$ cat src/rtl/realign_pkg.sv
package realign_pkg;
  typedef enum logic {ST_IDLE, ST_RUN} rl_state_e;

  // right shift (bits) that brings byte `off` of the upper word to the top
  function automatic int byte_shift(int off, int bytes);
    return ((bytes - off) * 8) % (bytes * 8);
  endfunction
endpackage

$ cat src/rtl/realign_funnel.sv
module realign_funnel #(
  parameter int W    = 32,
  parameter int SH_W = $clog2(W)
) (
  input  logic [W-1:0]    hi_i,
  input  logic [W-1:0]    lo_i,
  input  logic [SH_W-1:0] sh_i,
  output logic [W-1:0]    y_o
);
  assign y_o = W'({hi_i, lo_i} >> sh_i);
endmodule

$ cat src/rtl/realign_ctrl.sv
module realign_ctrl
  import realign_pkg::*;
#(
  parameter int DATA_W = 32,
  parameter int LEN_W  = 8,
  localparam int BYTES = DATA_W / 8,
  localparam int OFF_W = $clog2(BYTES),
  localparam int SH_W  = $clog2(DATA_W)
) (
  input  logic             clk_i,
  input  logic             rst_ni,
  input  logic             start_i,
  input  logic [OFF_W-1:0] off_i,
  input  logic [LEN_W-1:0] len_i,
  input  logic             in_valid_i,
  input  logic             out_ready_i,
  output logic             in_ready_o,
  output logic             out_valid_o,
  output logic             out_last_o,
  output logic             busy_o,
  output logic             hold_en_o,
  output logic [SH_W-1:0]  sh_o
);
  rl_state_e        state_q;
  logic [LEN_W-1:0] left_q;
  logic             have_q;
  logic [SH_W-1:0]  sh_q;
  logic             aligned, in_fire, out_fire, launch;
  logic [SH_W-1:0]  sh_next;

  assign sh_next     = SH_W'(byte_shift(int'(off_i), BYTES));
  assign aligned     = (sh_q == '0);
  assign busy_o      = (state_q == ST_RUN);
  assign out_valid_o = busy_o && in_valid_i && (aligned || have_q);
  assign in_ready_o  = busy_o && ((!aligned && !have_q) || out_ready_i);
  assign out_last_o  = out_valid_o && (left_q == LEN_W'(1));
  assign in_fire     = in_valid_i && in_ready_o;
  assign out_fire    = out_valid_o && out_ready_i;
  assign launch      = start_i && !busy_o && (len_i != '0);
  assign hold_en_o   = in_fire;
  assign sh_o        = sh_q;

  always_ff @(posedge clk_i or negedge rst_ni) begin
    if (!rst_ni) begin
      state_q <= ST_IDLE;
      left_q  <= '0;
      have_q  <= 1'b0;
      sh_q    <= '0;
    end else if (launch) begin
      state_q <= ST_RUN;
      left_q  <= len_i;
      have_q  <= 1'b0;
      sh_q    <= sh_next;
    end else if (busy_o) begin
      if (in_fire && !aligned) have_q <= 1'b1;
      if (out_fire) begin
        left_q <= left_q - LEN_W'(1);
        if (left_q == LEN_W'(1)) begin
          state_q <= ST_IDLE;
          have_q  <= 1'b0;
        end
      end
    end
  end

  // a stalled output word blocks further input
  a_r7_stall_blocks_input: assert property (@(posedge clk_i) disable iff (!rst_ni)
    out_valid_o && !out_ready_i |-> !in_ready_o);
  // nothing is emitted before the priming word of a misaligned header
  a_r5_prime_first: assert property (@(posedge clk_i) disable iff (!rst_ni)
    busy_o && !aligned && !have_q |-> !out_valid_o);
  // final accepted word ends the transfer
  a_r6_last_ends: assert property (@(posedge clk_i) disable iff (!rst_ni)
    out_fire && out_last_o |=> !busy_o);
  // start while busy leaves the shift untouched
  a_r2_busy_ignores_start: assert property (@(posedge clk_i) disable iff (!rst_ni)
    busy_o && start_i && !(out_fire && out_last_o) |=> busy_o && $stable(sh_q));
  // zero length never launches
  a_r9_zero_len: assert property (@(posedge clk_i) disable iff (!rst_ni)
    !busy_o && start_i && (len_i == '0) |=> !busy_o);
endmodule

$ cat src/rtl/realign_flags.sv
module realign_flags #(
  parameter int W = 32
) (
  input  logic         clk_i,
  input  logic         rst_ni,
  input  logic         upd_i,
  input  logic [W-1:0] res_i,
  output logic         zero_o,
  output logic         sign_o
);
  always_ff @(posedge clk_i or negedge rst_ni) begin
    if (!rst_ni) begin
      zero_o <= 1'b0;
      sign_o <= 1'b0;
    end else if (upd_i) begin
      zero_o <= (res_i == '0);
      sign_o <= res_i[W-1];
    end
  end

  // flags move only on an update
  a_r8_flags_hold: assert property (@(posedge clk_i) disable iff (!rst_ni)
    !upd_i |=> $stable(zero_o) && $stable(sign_o));
endmodule

$ cat src/rtl/hdr_realign.sv
module hdr_realign #(
  parameter int DATA_W = 32,
  parameter int ADDR_W = 32,
  parameter int LEN_W  = 8,
  localparam int BYTES = DATA_W / 8,
  localparam int OFF_W = $clog2(BYTES),
  localparam int SH_W  = $clog2(DATA_W)
) (
  input  logic              clk_i,
  input  logic              rst_ni,
  input  logic              start_i,
  input  logic [ADDR_W-1:0] start_addr_i,
  input  logic [LEN_W-1:0]  hdr_len_i,
  input  logic              in_valid_i,
  input  logic [DATA_W-1:0] in_data_i,
  output logic              in_ready_o,
  output logic              out_valid_o,
  output logic [DATA_W-1:0] out_data_o,
  output logic              out_last_o,
  input  logic              out_ready_i,
  output logic              busy_o,
  output logic              flag_zero_o,
  output logic              flag_sign_o
);
  logic              hold_en;
  logic [SH_W-1:0]   sh;
  logic [DATA_W-1:0] prev_q;
  logic              unused_addr_hi;

  assign unused_addr_hi = ^start_addr_i[ADDR_W-1:OFF_W];

  realign_ctrl #(.DATA_W(DATA_W), .LEN_W(LEN_W)) u_ctrl (
    .clk_i       (clk_i),
    .rst_ni      (rst_ni),
    .start_i     (start_i),
    .off_i       (start_addr_i[OFF_W-1:0]),
    .len_i       (hdr_len_i),
    .in_valid_i  (in_valid_i),
    .out_ready_i (out_ready_i),
    .in_ready_o  (in_ready_o),
    .out_valid_o (out_valid_o),
    .out_last_o  (out_last_o),
    .busy_o      (busy_o),
    .hold_en_o   (hold_en),
    .sh_o        (sh)
  );

  always_ff @(posedge clk_i or negedge rst_ni) begin
    if (!rst_ni)      prev_q <= '0;
    else if (hold_en) prev_q <= in_data_i;
  end

  // zero shift selects the current word: aligned pass-through
  realign_funnel #(.W(DATA_W)) u_funnel (
    .hi_i (prev_q),
    .lo_i (in_data_i),
    .sh_i (sh),
    .y_o  (out_data_o)
  );

  realign_flags #(.W(DATA_W)) u_flags (
    .clk_i  (clk_i),
    .rst_ni (rst_ni),
    .upd_i  (out_valid_o && out_ready_i),
    .res_i  (out_data_o),
    .zero_o (flag_zero_o),
    .sign_o (flag_sign_o)
  );

  // idle block drives no handshake
  a_r1_idle_quiet: assert property (@(posedge clk_i) disable iff (!rst_ni)
    !busy_o |-> !out_valid_o && !in_ready_o);
  // sign flag tracks the emitted word
  a_r8_sign_follows: assert property (@(posedge clk_i) disable iff (!rst_ni)
    out_valid_o && out_ready_i |=> flag_sign_o == $past(out_data_o[DATA_W-1]));
endmodule

$ cat config.mk
export PLATFORM = sky130hd
export DESIGN_NAME = hdr_realign
export DESIGN_NICKNAME = d
export VERILOG_FILES = /design/src/rtl/realign_pkg.sv /design/src/rtl/realign_funnel.sv /design/src/rtl/realign_ctrl.sv /design/src/rtl/realign_flags.sv /design/src/rtl/hdr_realign.sv
export SDC_FILE = /design/constraint.sdc
export NUM_CORES = 1
export LEC_CHECK = 0
export ABC_AREA = 1
export BUFFER_PORTS_ARGS = -buffer_cell sky130_fd_sc_hd__buf_2
export CORE_MARGIN = 2
export CORE_UTILIZATION = 44
export CTS_CLUSTER_DIAMETER = 50
export DETAILED_ROUTE_END_ITERATION = 7
export PLACE_DENSITY = 0.77
export SLEW_MARGIN = 20
export SYNTH_ARGS = -nofsm -noshare
export SYNTH_HDL_FRONTEND = slang
export SYNTH_SLANG_ARGS = --single-unit
$ cat constraint.sdc
create_clock -name clk_i -period 1.3 [get_ports clk_i]
set_input_delay 0.13 -clock clk_i [delete_from_list [all_inputs] [get_ports clk_i]]
set_output_delay 0.13 -clock clk_i [all_outputs]
set_load 0.005 [all_outputs]
==> out/results.txt <==
pwr/cell area = 2690 nW/um^2
hold wc startpoint = in_data_i[4]
vias in the first global route = 3306
multiplexer area fraction after synthesis = 0%
Sum Neg Setup Slack = -23.18 ns
critical path type = reg -> out
Total Wirelength = 9870 um
Worst Hold Path EP = prev_q[4]
Die Area = 7150 um^2
clk_skew = 0.00692 ns
simple-gate share of the synthesized area = 48.1%
initial drt markers = 343
most frequent cells in the layout = 200 x nand2_1, 81 x buf_2, 70 x nand3_1, 40 x inv_1, 39 x buf_4
DRT Pass-1 Iters = 6
CP Launch Type = flop
Total GRT Usage = 24.9%
fill count = 517
CP max FO = 7
row cnt = 29
Period Utilization, post-route = 135%
RR Endpoint = u_flags.zero_o
post-synthesis compound-gate area fraction = 4.56%
worst r2r src = u_ctrl.sh_o[3]
synth warn = 0
area used by multi-input combinational logic = 1790 um^2
DP Wirelength = 6200 um
Comb power frac = 69.8%
R2R cell count = 10
largest family of logic cells by synthesized area = simple AND/OR/NAND/NOR gates
Final Wtd Congestion = 0.881
crit path DAT = 1.62 ns
clock sinks = 38
Worst EP required = 1.17 ns
post-synthesis cell count = 477
placed instance count = 661
Routed WL per cell = 14.5 um
Yosys cell types = 24
failing checks = setup timing
Crit path top cell by count = nand2_4
layout cells sized above 1 = 35.5%
vias per cell = 5.40
internal power = 6280 uW
commonest non-fill, non-tap cell in the layout = nand2_1
hold depth = 3
worst skew pair latency = 0.30 ns
min Tclk post-route = 1.75 ns
initial antenna violation count = 0
fmax = 570 MHz
ant diodes = 0
nets@finish = 684
Slew Limit Fails = 0
crit-path leading delay family = buffers and inverters
syn_area_per_cell = 5.99 um^2
critical path capture point type = output port
fin util = 67.6%
relative slew slack = 75.3%
GR Overflow Total = 0
CP Buf/Inv Count = 5
adder-cell share of the synthesized area = 0.876%
IR drop worst, VDD = 1.59 mV
total CTS buffers = 5
setup violators final = 71
Die Height = 84.6 um
Net Switching = 5230 uW
cell chain of the critical path = inv_8, clkbuf_16, nand2_4, nand2_4, o21ai_4, buf_6, inv_2, buf_2
Post-Syn Nets = 556
starting density of the core = 45.2%
Hold Fails Final Rpt = 0
CTS root buffer = clkbuf_8
clock power share = 10.9%
CP max-delay cell = dfrtp_2
largest net degree at the start of global routing = 51
Crit path largest cell delay = 0.51 ns
worst min-delay path class = in -> reg
first-pass GRT wire length = 14700 um
Max clock buf depth = 2
Flop pwr share = 19.3%
Area growth, synth to finish = 49.5%
core box area = 6310 um^2
Die X = 84.6 um
Final Non-Filler Cells = 683
maxcap violations = 0
RSZ-0062 raised after global routing = true
Worst-path clk slew = 0.09 ns
via count = 3687
Post-Synth XOR/XNOR Area = 1.84%
Final WS setup = -0.453 ns
Setup crit start = u_ctrl.sh_o[3]
CTS H-tree lvls = 2
I/O pin cnt = 115
# port buffers = 84
R2R Setup Slk = -0.37 ns
sw frac = 45.5%
antenna viol nets, final = 0
Static Leakage = 0.00241 uW
drt drc = 0
TritonCTS clock tree = done
mapped cell area = 2860 um^2
run status = complete, but fails checks
sequential-to-total area share from yosys stat = 33.3%
worst slew pin tran = 0.367 ns
Register Area = 952 um^2
post-synthesis register bit count = 38
power groups by stage:
stage	combinational, uW	clock, uW	sequential (uW)
finish	8030	1250	2220
global route	8840	1290	2280
CTS	6760	1260	2150
detailed placement	6470	0	2170
global placement	6320	0	2150
floorplan	3810	0	2060
what timing repair did:
item | CTS | global route
setup buffers | 1 | 5
endpoints found under the hold margin | 38 | 0
pin swaps | 5 | 14
endpoints found under the setup margin | 71 | 71
resized for setup | 25 | 57
gates cloned | 1 | 6
hold buffers | 1 | 0
registers in the layout, summed over array words and instances (netlist names):
register,flops
prev_q,24
u_ctrl.left_q,8
u_ctrl.sh_o,2
u_ctrl.busy_o,1
u_ctrl.have_q,1
u_flags.sign_o,1
u_flags.zero_o,1
final cells by class:
class,instances,area share (%)
clock buffer,5,1.61
sequential,38,22.3
timing repair buffer,144,25.7
clock inverter,3,1.61
inverter,49,4.54
multi-input combinational,367,42.0
tap,77,2.26
cell families after synthesis:
family,count (synthesis)
AND/OR/NAND/NOR,336
buffers and inverters,73
flip-flops,38
AO/OA/AOI/OAI,22
XOR/XNOR,6
adder cells (fa/ha/maj),2
per-stage QoR:
step           hold WS, ns  power, uW  setup slack (ns)  instance area, um^2
2_1_floorplan       -0.166       5870           -0.0489                 2890
3_3_place_gp         0.117       8470            -0.198                 3690
3_5_place_dp         0.117       8640            -0.241                 3690
4_1_cts             0.0453      10200            -0.392                 3920
5_1_grt             0.0528      12400            -0.518                 4270
6_report            0.0495      11500            -0.453                 4270
worst reg2reg max path: cells and delay by family (launching register included):
family	cells	cell delay [ns]
flip-flops	1	0.50
AND/OR/NAND/NOR	9	0.91
buffers and inverters	1	0.19
cells in the mapped netlist:
library cell | instances | area share, %
a21boi_0 | 1 | 0.26
a21oi_1 | 2 | 0.35
a21oi_2 | 1 | 0.31
buf_2 | 10 | 1.8
buf_4 | 2 | 0.53
buf_6 | 4 | 1.6
clkbuf_1 | 8 | 1.1
dfrtp_1 | 38 | 33
ha_1 | 2 | 0.88
inv_1 | 48 | 6.3
inv_2 | 1 | 0.13
nand2_1 | 234 | 31
nand2_2 | 1 | 0.22
nand3_1 | 79 | 14
nor2_1 | 16 | 2.1
nor2_2 | 1 | 0.22
nor3_1 | 3 | 0.53
nor4_1 | 2 | 0.44
o211ai_1 | 4 | 1.1
o21ai_0 | 11 | 1.9
o21ai_1 | 2 | 0.35
o21ai_2 | 1 | 0.31
xnor2_1 | 2 | 0.61
xor2_1 | 4 | 1.2
metal layers:
metal	part of all wire, %	GRT usage [%]	vias up
met5	0	0	-
li1	-	-	1743
met3	8.7	4.03	40
met1	38	32.0	1683
met4	3.2	8.66	0
met2	50	42.6	221
worst max-delay path by stage:
stage,end,slack [ns],cells after the start
after global placement,u_ctrl.left_q[0],-0.20,8
after detailed placement,u_ctrl.left_q[0],-0.24,8
after global routing,out_data_o[31],-0.52,7
final,out_data_o[6],-0.45,8
after CTS,out_data_o[31],-0.39,8
after floorplan,u_flags.zero_o,-0.05,13
Note: power is estimated with default switching activity, not from simulation.
